$ cat src/rtl/cntmul_pkg.sv
package cntmul_pkg;

  // Command applied to one reversible counter in one cycle
  typedef enum logic [2:0] {
    CNT_HOLD = 3'd0,
    CNT_CLR  = 3'd1,
    CNT_LOAD = 3'd2,
    CNT_INC  = 3'd3,
    CNT_DEC  = 3'd4
  } cnt_cmd_e;

  // Sequencer states
  typedef enum logic [1:0] {
    ST_IDLE = 2'd0,
    ST_TEST = 2'd1,
    ST_RUN  = 2'd2,
    ST_DONE = 2'd3
  } seq_state_e;

endpackage

$ cat src/rtl/cntmul_counter.sv
module cntmul_counter
  import cntmul_pkg::*;
#(
  parameter int W = 4
) (
  input  logic         clk,
  input  logic         rst,
  input  cnt_cmd_e     cmd,
  input  logic [W-1:0] din,
  output logic [W-1:0] q,
  output logic         zero
);

  localparam logic [W-1:0] ONE = {{(W-1){1'b0}}, 1'b1};

  logic [W-1:0] d;

  // Next-state gates: clear wins over load, load over counting
  always_comb begin
    unique case (cmd)
      CNT_CLR:  d = '0;
      CNT_LOAD: d = din;
      CNT_INC:  d = q + ONE;
      CNT_DEC:  d = q - ONE;
      default:  d = q;
    endcase
  end

  always_ff @(posedge clk) begin
    if (rst) q <= '0;
    else     q <= d;
  end

  assign zero = ~|q;

endmodule

$ cat src/rtl/cntmul_ctrl.sv
module cntmul_ctrl
  import cntmul_pkg::*;
(
  input  logic     clk,
  input  logic     rst,
  input  logic     start,
  input  logic     a_zero,
  input  logic     b_zero,
  input  logic     s_zero,
  output cnt_cmd_e cmd_a,
  output cnt_cmd_e cmd_b,
  output cnt_cmd_e cmd_s,
  output cnt_cmd_e cmd_c,
  output logic     busy,
  output logic     done
);

  seq_state_e st, nxt;

  always_comb begin
    nxt   = st;
    cmd_a = CNT_HOLD;
    cmd_b = CNT_HOLD;
    cmd_s = CNT_HOLD;
    cmd_c = CNT_HOLD;
    unique case (st)
      ST_IDLE, ST_DONE: begin
        if (start) begin
          cmd_a = CNT_LOAD;
          cmd_b = CNT_LOAD;
          cmd_s = CNT_CLR;
          cmd_c = CNT_CLR;
          nxt   = ST_TEST;
        end
      end
      ST_TEST: begin
        // branch only on the zero flags of the outer operands
        if (a_zero || b_zero) begin
          nxt = ST_DONE;
        end else begin
          cmd_a = CNT_DEC;
          cmd_s = CNT_LOAD;
          nxt   = ST_RUN;
        end
      end
      ST_RUN: begin
        if (s_zero) begin
          nxt = ST_TEST;
        end else begin
          cmd_s = CNT_DEC;
          cmd_c = CNT_INC;
        end
      end
      default: nxt = ST_IDLE;
    endcase
  end

  always_ff @(posedge clk) begin
    if (rst) begin
      st   <= ST_IDLE;
      busy <= 1'b0;
      done <= 1'b0;
    end else begin
      st   <= nxt;
      busy <= (nxt == ST_TEST) || (nxt == ST_RUN);
      done <= (nxt == ST_DONE);
    end
  end

endmodule

$ cat src/rtl/cntmul_top.sv
module cntmul_top
  import cntmul_pkg::*;
#(
  parameter int OPW = 4
) (
  input  logic             clk,
  input  logic             rst,
  input  logic             start,
  input  logic [OPW-1:0]   op_a,
  input  logic [OPW-1:0]   op_b,
  output logic             busy,
  output logic             done,
  output logic [2*OPW-1:0] product
);

  localparam int PRW = 2 * OPW;

  cnt_cmd_e cmd_a, cmd_b, cmd_s, cmd_c;
  logic [OPW-1:0] a_q, b_q, s_q;
  logic a_zero, b_zero, s_zero, c_zero;

  cntmul_ctrl u_ctrl (
    .clk    (clk),
    .rst    (rst),
    .start  (start),
    .a_zero (a_zero),
    .b_zero (b_zero),
    .s_zero (s_zero),
    .cmd_a  (cmd_a),
    .cmd_b  (cmd_b),
    .cmd_s  (cmd_s),
    .cmd_c  (cmd_c),
    .busy   (busy),
    .done   (done)
  );

  // Outer loop count
  cntmul_counter #(.W(OPW)) u_cnt_a (
    .clk (clk), .rst (rst), .cmd (cmd_a), .din (op_a), .q (a_q), .zero (a_zero)
  );

  // Second operand, kept for every outer pass
  cntmul_counter #(.W(OPW)) u_cnt_b (
    .clk (clk), .rst (rst), .cmd (cmd_b), .din (op_b), .q (b_q), .zero (b_zero)
  );

  // Scratch copy drained by the inner loop
  cntmul_counter #(.W(OPW)) u_cnt_s (
    .clk (clk), .rst (rst), .cmd (cmd_s), .din (b_q), .q (s_q), .zero (s_zero)
  );

  // Product accumulates by unit steps only
  cntmul_counter #(.W(PRW)) u_cnt_c (
    .clk (clk), .rst (rst), .cmd (cmd_c), .din ({PRW{1'b0}}), .q (product), .zero (c_zero)
  );

  logic unused_ok;
  assign unused_ok = ^{a_q, s_q};

endmodule

$ cat config.mk
export PLATFORM = sky130hd
export DESIGN_NAME = cntmul_top
export DESIGN_NICKNAME = d
export VERILOG_FILES = /design/src/rtl/cntmul_pkg.sv /design/src/rtl/cntmul_counter.sv /design/src/rtl/cntmul_ctrl.sv /design/src/rtl/cntmul_top.sv
export SDC_FILE = /design/constraint.sdc
export NUM_CORES = 1
export LEC_CHECK = 0
export BUFFER_PORTS_ARGS = -buffer_cell sky130_fd_sc_hd__buf_2
export CAP_MARGIN = 25
export CORE_UTILIZATION = 25
export CTS_BUF_LIST = sky130_fd_sc_hd__clkbuf_4 sky130_fd_sc_hd__clkbuf_8
export DETAILED_ROUTE_END_ITERATION = 7
export GPL_ROUTABILITY_DRIVEN = 0
export HOLD_SLACK_MARGIN = 0.12
export SETUP_SLACK_MARGIN = 0.2
export SLEW_MARGIN = 0
export SYNTH_ARGS = -nofsm -noshare
export SYNTH_HDL_FRONTEND = slang
export SYNTH_SLANG_ARGS = --single-unit
$ cat constraint.sdc
create_clock -name clk -period 3.4 [get_ports clk]
set_clock_uncertainty 0.1 [all_clocks]
set_input_delay 0.68 -clock clk [delete_from_list [all_inputs] [get_ports clk]]
set_output_delay 0.68 -clock clk [all_outputs]
set_load 0.02 [all_outputs]
==> key figures, run 1 <==
Cells and area
  – Register Area: approximately 480 sq um
  – Antenna cell count: 0
  – Fillcell total: 626
  – Total Nets Final: ~220
  – Syn-to-layout area delta: 14.1%
  – Share of cells above drive strength 1: roughly 20%
  – Multi-input gate area: slightly below 0.001 sq mm

Clock network
  – Hold_buf cts: 0
  – Max clock buf depth: 2
  – Root buffer selected by CTS: clkbuf_8
  – CTS buffer count: 3
  – CTS tree: yes
  – Htree depth: 1
  – Clock transition at path regs: ~0.090 ns
  – CTS Sinks: 24
  – Worst-skew pair later-pin latency: 0.27 ns

Timing
  – Slew Limit Headroom: 62.0%
  – Unrepaired setup endpoints after global routing: false
  – Final hold vios: 0
  – Tcrit/Tclk final: 87.4%
  – Actual slew at the worst max-slew pin: 0.565 ns
  – Final Max Tran Viols: 0
  – Final Critical Period: about 3 ns
  – Fmax achieved: ~340 MHz
  – Setup violations, final: 0
  – TNS Setup: 0 ns
  – Post-route setup slack: roughly 0.43 ns

Global routing
  – Largest net degree at the start of global routing: 26
  – First-pass GRT wire length: between 5000 and 6000 microns
  – Gr ovfl total: 0
  – Total GRT Usage: 10.9%
  – Initial antenna violation count: 0
  – Vias in the first global route: 1214

Logic synthesis
  – Post-synthesis register bit count: 24
  – Mapped Area: 0.00152 sq mm
  – Synth cell types: 50
  – Area share of the largest cell type after synthesis: 31.7%
  – Post-Syn Nets: 200
  – Gate Count Post-Synth: roughly 180
  – Yosys warns: 0
  – Post-synth EDFFs: 0
  – FFs w/ async S/R, synth: 0%
  – Synth area leader: dfxtp_1
  – Main synth FF type: dfxtp_1
  – Syn Area/Cell: between 8 and 9 sq um
  – Register area share after synthesis: a little under a third
  – Synth area leaders: dfxtp_1, ha_1, nor2_1

Power and ir drop
  – Worst vdd ir: 385 uV
  – LEAKAGE: 0.725 nW
  – Pwr per Cell Area: 594 mW/mm^2

Setup path
  – WP buf/inv: 2
  – CP Cell Sequence: inv_1 -> ha_1 -> and2_1 -> inv_2 -> ha_1 -> ha_1 -> a31o_2 -> a22oi_1 -> nor2_1 -> o31a_1
  – WS Path Type: register to register
  – Delay-heaviest family, CP: adder cells
  – Maximum fanout along the worst path: 11
  – Slowest cell on crit path: dfxtp_1
  – CP max stage delay: around 0.37 ns
  – Most used cell, CP: ha_1
  – Endpoint class of the critical path: register
  – Worst EP arrival: a little over 3 ns
  – Worst Path Required: about 3.5 ns
  – Worst setup SP type: register

Routing
  – Max layer used: met4
  – Total number of vias: approximately 1300
  – ANT nets after route: 0
  – Remaining DRCs: 0
  – Routed metal-1 wire length: around 1600 microns
  – Iter 0 DRT Violations: 40
  – Via density: 5.06
  – Met2 routed WL: roughly 1600 microns
  – Routed WL: between 3000 and 4000 microns
  – WL/cell: between 10 and 15 microns
  – Drt first pass iters: 6
  – Met3 wire length: around 86 microns

Die
  – Die area: about 0.0064 sq mm
  – Core footprint: 0.00568 sq mm
  – I/O pin count: 21
  – Die H: between 70 and 80 microns
  – Starting Density: about a quarter
  – Die width: 79.9 microns
  – Number of core rows: 27

Outcome
  – Status: complete, no violations

Worst hold path
  – Hold Crit Class: register to register

Placement
  – Input/output buffers: 20
  – DP Worst Slack: just under 0.4 ns
  – Post-DP HPWL: about 2400 microns

Run
  – MaxCap Viol Count: 0
[cells in the final DEF (no fill, tap or decap), types with 3 or more instances in the layout]
cell and instances:
o21ai_0 3, nor2b_1 5, ha_1 12, clkbuf_8 4, nand2_1 14, xnor2_1 3, a21oi_1 8, a221oi_1 3
nor2_1 19, mux2_2 4, nor3_1 5, a22oi_1 6, dfxtp_1 24, inv_1 6, and3_1 3, buf_2 20
a31oi_1 3, nand3_1 9
[power breakdown]
group,total [W],switching (W),leakage (nW),internal [W]
clock,0.000200,0.0000966,0.0288,0.000103
combinational,0.000445,0.000258,0.501,0.000187
sequential,0.000382,0.0000562,0.196,0.000326
total,0.00103,0.000410,0.725,0.000616
[tightest hold or removal path: stages, from the launching register on]
cell	delay, ns
dfxtp_1	0.34
nand3_1	0.07
a31oi_1	0.06
[stage by stage]
step | power [W] | cell area, sq um | utilization, % | hold slack [ns] | instances
3_3_place_gp | 0.000831 | 1670 | 29.5 | 0.397 | 261
5_1_grt | 0.00111 | 1730 | 30.5 | 0.448 | 265
4_1_cts | 0.00103 | 1730 | 30.4 | 0.408 | 265
2_1_floorplan | 0.000742 | 1520 | - | 0.358 | 176
6_report | 0.00103 | 1730 | 30.5 | 0.411 | 265
3_5_place_dp | 0.000830 | 1670 | 29.5 | 0.391 | 261
[kinds of logic (layout without fill, tap and decap cells)]
logic type | after synthesis | in the layout | share of synthesized area, %
adders and majority gates | 13 | 13 | 11.2
muxes | 5 | 5 | 3.63
and+or+nand+nor | 69 | 69 | 23.2
buffers and inverters | 16 | 33 | 4.95
DFF | 24 | 24 | 31.7
xor gates and xnor gates | 4 | 4 | 2.31
AOI/OAI and AO/OA | 45 | 45 | 23.0
[path summary, 6_finish.rpt]
kind,start,end,slack [ns],cells past startpoint
hold / removal,u_cnt_c.q[7],u_cnt_c.q[7],0.41,2
setup / recovery,u_ctrl.st[0],u_cnt_a.q[3],0.43,10
setup reg to reg,u_ctrl.st[0],u_cnt_a.q[3],0.43,10
hold reg to reg,u_cnt_c.q[7],u_cnt_c.q[7],0.41,2
[synth_stat cells, types with 2 or more instances]
| cell type | number |
|---|---|
| a21o_1 | 2 |
| clkbuf_1 | 4 |
| nor2b_1 | 5 |
| nor4_1 | 2 |
| ha_1 | 12 |
| or4_4 | 2 |
| nor3_1 | 5 |
| inv_1 | 6 |
| mux2_2 | 4 |
| a22oi_1 | 6 |
| a31oi_1 | 3 |
| a21oi_1 | 8 |
| nor2_1 | 20 |
| o21ai_0 | 3 |
| a221oi_1 | 3 |
| o41ai_1 | 2 |
| a211oi_1 | 2 |
| o211ai_1 | 2 |
| nand2_1 | 14 |
| and3_1 | 3 |
| buf_2 | 3 |
| or4_1 | 2 |
| xnor2_1 | 3 |
| o221ai_1 | 2 |
| nand3_1 | 9 |
| dfxtp_1 | 24 |
| nand3b_1 | 2 |
[state kept, by name (all words and copies together), names as in the netlist]
register     cells
u_cnt_c.q        8
u_cnt_a.q        4
u_cnt_b.q        4
u_cnt_s.q        4
u_ctrl.st        2
u_ctrl.busy      1
u_ctrl.done      1
[timing repair]
item	in CTS	in global routing
endpoints found under the hold margin	0	0
setup buffers	0	0
gates resized for setup	0	1
setup endpoints to repair	0	1
[final cells by class]
type	instances	share of cell area [%]
Inverter	7	1.52
Tap cell	72	5.21
Timing Repair Buffer	22	6.66
Clock buffer	4	3.18
Multi-Input combinational cell	136	55.6
Sequential cell	24	27.8
[routing by layer]
metal / track usage, % / up-vias
met5: 0 / -
met3: 1.37 / 2
li1: - / 694
met2: 18.3 / 20
met1: 14.7 / 626
met4: 2.68 / 0
Power figures use the tool's default switching activity.
==> run 2: changes to the inputs <==
clock period = 3.3 ns   (was 3.4 ns; I/O delays follow)
==> run 2 against run 1 <==
- die area unchanged
- register-to-register slack about the same
- via count down 1.2%
- flip-flop and latch count unchanged
- worst setup slack worse by 0.011 ns
- total power up 0.28%
- sequential power up 2%
- fmax up 3.1%
- non-clock buffer count unchanged
- utilization down 0.18 points
- critical endpoint is now u_cnt_s.q[3]
==> key figures, run 2 (synthesis results as in run 1) <==
Cells and area
  – Most frequent cells in the layout: dfxtp_1, buf_2, nor2_1
  – Antenna cell count: 0 (unchanged)
  – Total Nets Final: 218 (unchanged)
  – Most common cell after layout, fill and taps aside: dfxtp_1
  – Syn-to-layout area delta: 13.5%
  – Largest register FFs: 8 (unchanged)
  – Share of cells above drive strength 1: 19.8% (+0.10 points)
  – Largest register by flop count: u_cnt_c.q

Worst hold path
  – Hold Crit Class: register to register
  – Worst hold path depth: 2 (unchanged)
  – Worst Min Path Start: u_cnt_b.q[1]
  – Hold Path Sink: u_cnt_b.q[1]

Routing
  – Via density: 5.02 (-0.82%)
  – Routed WL: 3240 microns (-1.4%)
  – WL/cell: 12.3 microns (-1.0%)
  – Iter 0 DRT Violations: 42 (+5.0%)
  – Drt first pass iters: 4 (-2)
  – ANT nets after route: 0 (unchanged)
  – Remaining DRCs: 0 (unchanged)
  – Total number of vias: 1326 (-1.2%)

Setup path
  – Worst r2r src: u_ctrl.st[0]
  – Capture point of the worst reg-to-reg path: u_cnt_s.q[3]
  – R2R Setup Slk: 0.42 ns (about the same)
  – Worst setup SP type: register
  – Maximum fanout along the worst path: 11 (unchanged)
  – Endpoint class of the critical path: register
  – Worst R2R Path Depth: 11 (+1)
  – Worst Path Required: 3.39 ns (-0.08 ns)
  – Worst EP arrival: 2.97 ns (-0.07 ns)
  – WS Path Type: register to register

Global routing
  – First-pass GRT wire length: 5390 microns (-3.8%)
  – Total GRT Usage: 10.5% (-0.41 points)
  – Gr ovfl total: 0 (unchanged)
  – Vias in the first global route: 1163 (-4.2%)
  – Largest net degree at the start of global routing: 26 (unchanged)
  – Initial antenna violation count: 0 (unchanged)

Timing
  – Final Max Tran Viols: 0 (unchanged)
  – Final Critical Period: 2.88 ns (-0.0893 ns)
  – Slew Limit Headroom: 58.3% (-3.7 points)
  – Hold slack: 0.403 ns (-0.00813 ns)
  – Final hold vios: 0 (unchanged)
  – Actual slew at the worst max-slew pin: 0.620 ns (+0.0554 ns)
  – TNS Setup: 0 ns (unchanged)
  – Unrepaired setup endpoints after global routing: false
  – Post-route setup slack: 0.418 ns (-0.0107 ns)
  – Setup violations, final: 0 (unchanged)
  – Fmax achieved: 347 MHz (+3.1%)
  – Tcrit/Tclk final: 87.3% (about the same)

Run
  – MaxCap Viol Count: 0 (unchanged)

Die
  – Core footprint: 0.00568 sq mm (unchanged)
  – Number of core rows: 27 (unchanged)
  – I/O pin count: 21 (unchanged)
  – Die H: 79.9 microns (unchanged)
  – Starting Density: 26.7% (unchanged)
  – Die width: 79.9 microns (unchanged)
  – Die area: 0.00638 sq mm (unchanged)

Outcome
  – Status: complete, no violations

Power and ir drop
  – Net Sw Frac: 40.5% (+0.57 points)
  – Worst vdd ir: 346 uV (-10%)
  – Combinational power share: 45.1% (+1.8 points)
  – Pwr per Cell Area: 599 mW/mm^2 (+0.86%)
  – Net load switching power: 0.000418 W (+1.7%)
  – Internal power: 0.000612 W (-0.68%)
  – Clock power share: 16.9% (-2.6 points)
  – Sequential share of power: 38.0% (+0.8 points)
  – LEAKAGE: 0.719 nW (-0.84%)

Clock network
  – CTS buffer count: 3 (unchanged)
  – CTS tree: yes
  – Htree depth: 1 (unchanged)
  – CTS Sinks: 24 (unchanged)
  – Worst-skew pair later-pin latency: 0.26 ns (about the same)
  – Root buffer selected by CTS: clkbuf_8
  – Max clock buf depth: 2 (unchanged)
  – Hold_buf cts: 0 (unchanged)
  – Clock transition at path regs: 0.09 ns (about the same)
  – Post-CTS Setup Inserts: 0 (unchanged)

Placement
  – Post-DP HPWL: 2420 microns (+0.20%)
  – DP Worst Slack: 0.261 ns (-0.131 ns)
  – Input/output buffers: 20 (unchanged)
==> run 2: area by class of cell <==
type,instances,area [sq um]
inverter,7,28.8
clock buffer,3,41.3
fill,632,3960
tap,72,90.1
sequential,24,480
multi-input combinational,136,963
timing repair buffer,22,115
==> run 2: metrics by stage <==
stage                     instances  utilization [%]  total power [W]  area [sq um]
after floorplan                 176                -         0.000765          1520
after global placement          261             29.5         0.000855          1670
after detailed placement        261             29.5         0.000857          1670
after CTS                       264             30.2          0.00103          1710
after global routing            264             30.3          0.00112          1720
final                           264             30.3          0.00103          1720
==> run 2: how the worst max path moves through the flow <==
stage	startpoint	endpoint	slack [ns]
4_1_cts	u_ctrl.st[0]	u_cnt_s.q[3]	0.24
3_5_place_dp	u_ctrl.st[0]	u_cnt_s.q[3]	0.26
5_1_grt	u_ctrl.st[0]	u_cnt_s.q[3]	0.24
2_1_floorplan	u_ctrl.st[0]	u_cnt_s.q[3]	0.47
6_report	u_ctrl.st[0]	u_cnt_s.q[3]	0.42
3_3_place_gp	u_ctrl.st[0]	u_cnt_s.q[3]	0.39
==> run 2: power by group through the flow <==
stage | sequential [W] | combinational [W] | clock, W
final | 0.000391 | 0.000464 | 0.000174
after global routing | 0.000400 | 0.000524 | 0.000193
after CTS | 0.000392 | 0.000460 | 0.000181
after detailed placement | 0.000398 | 0.000459 | 0
after global placement | 0.000400 | 0.000455 | 0
after floorplan | 0.000392 | 0.000373 | 0
==> run 2: timing repair <==
action                                 4_1_cts  5_1_grt
resized for setup                            0        3
endpoints found under the hold margin        0        0
setup endpoints to repair                    0        2
==> run 2: per-layer routing <==
metal,share of wire [%],global-route usage [%],vias to the layer above
met5,0,0,-
met4,0.80,3.57,0
met3,3.3,1.03,4
met2,46,17.5,25
met1,50,14.0,607
li1,-,-,690
==> run 2: critical path, cell delays in order, from the launching register on <==
cell and delay, ns:
dfxtp_1 0.36, inv_1 0.08, ha_1 0.36, and2_2 0.29, inv_4 0.14, o31ai_4 0.13
nor2_2 0.19, ha_1 0.25, a21o_1 0.17, a21o_1 0.18, or4_1 0.40, o211ai_1 0.16
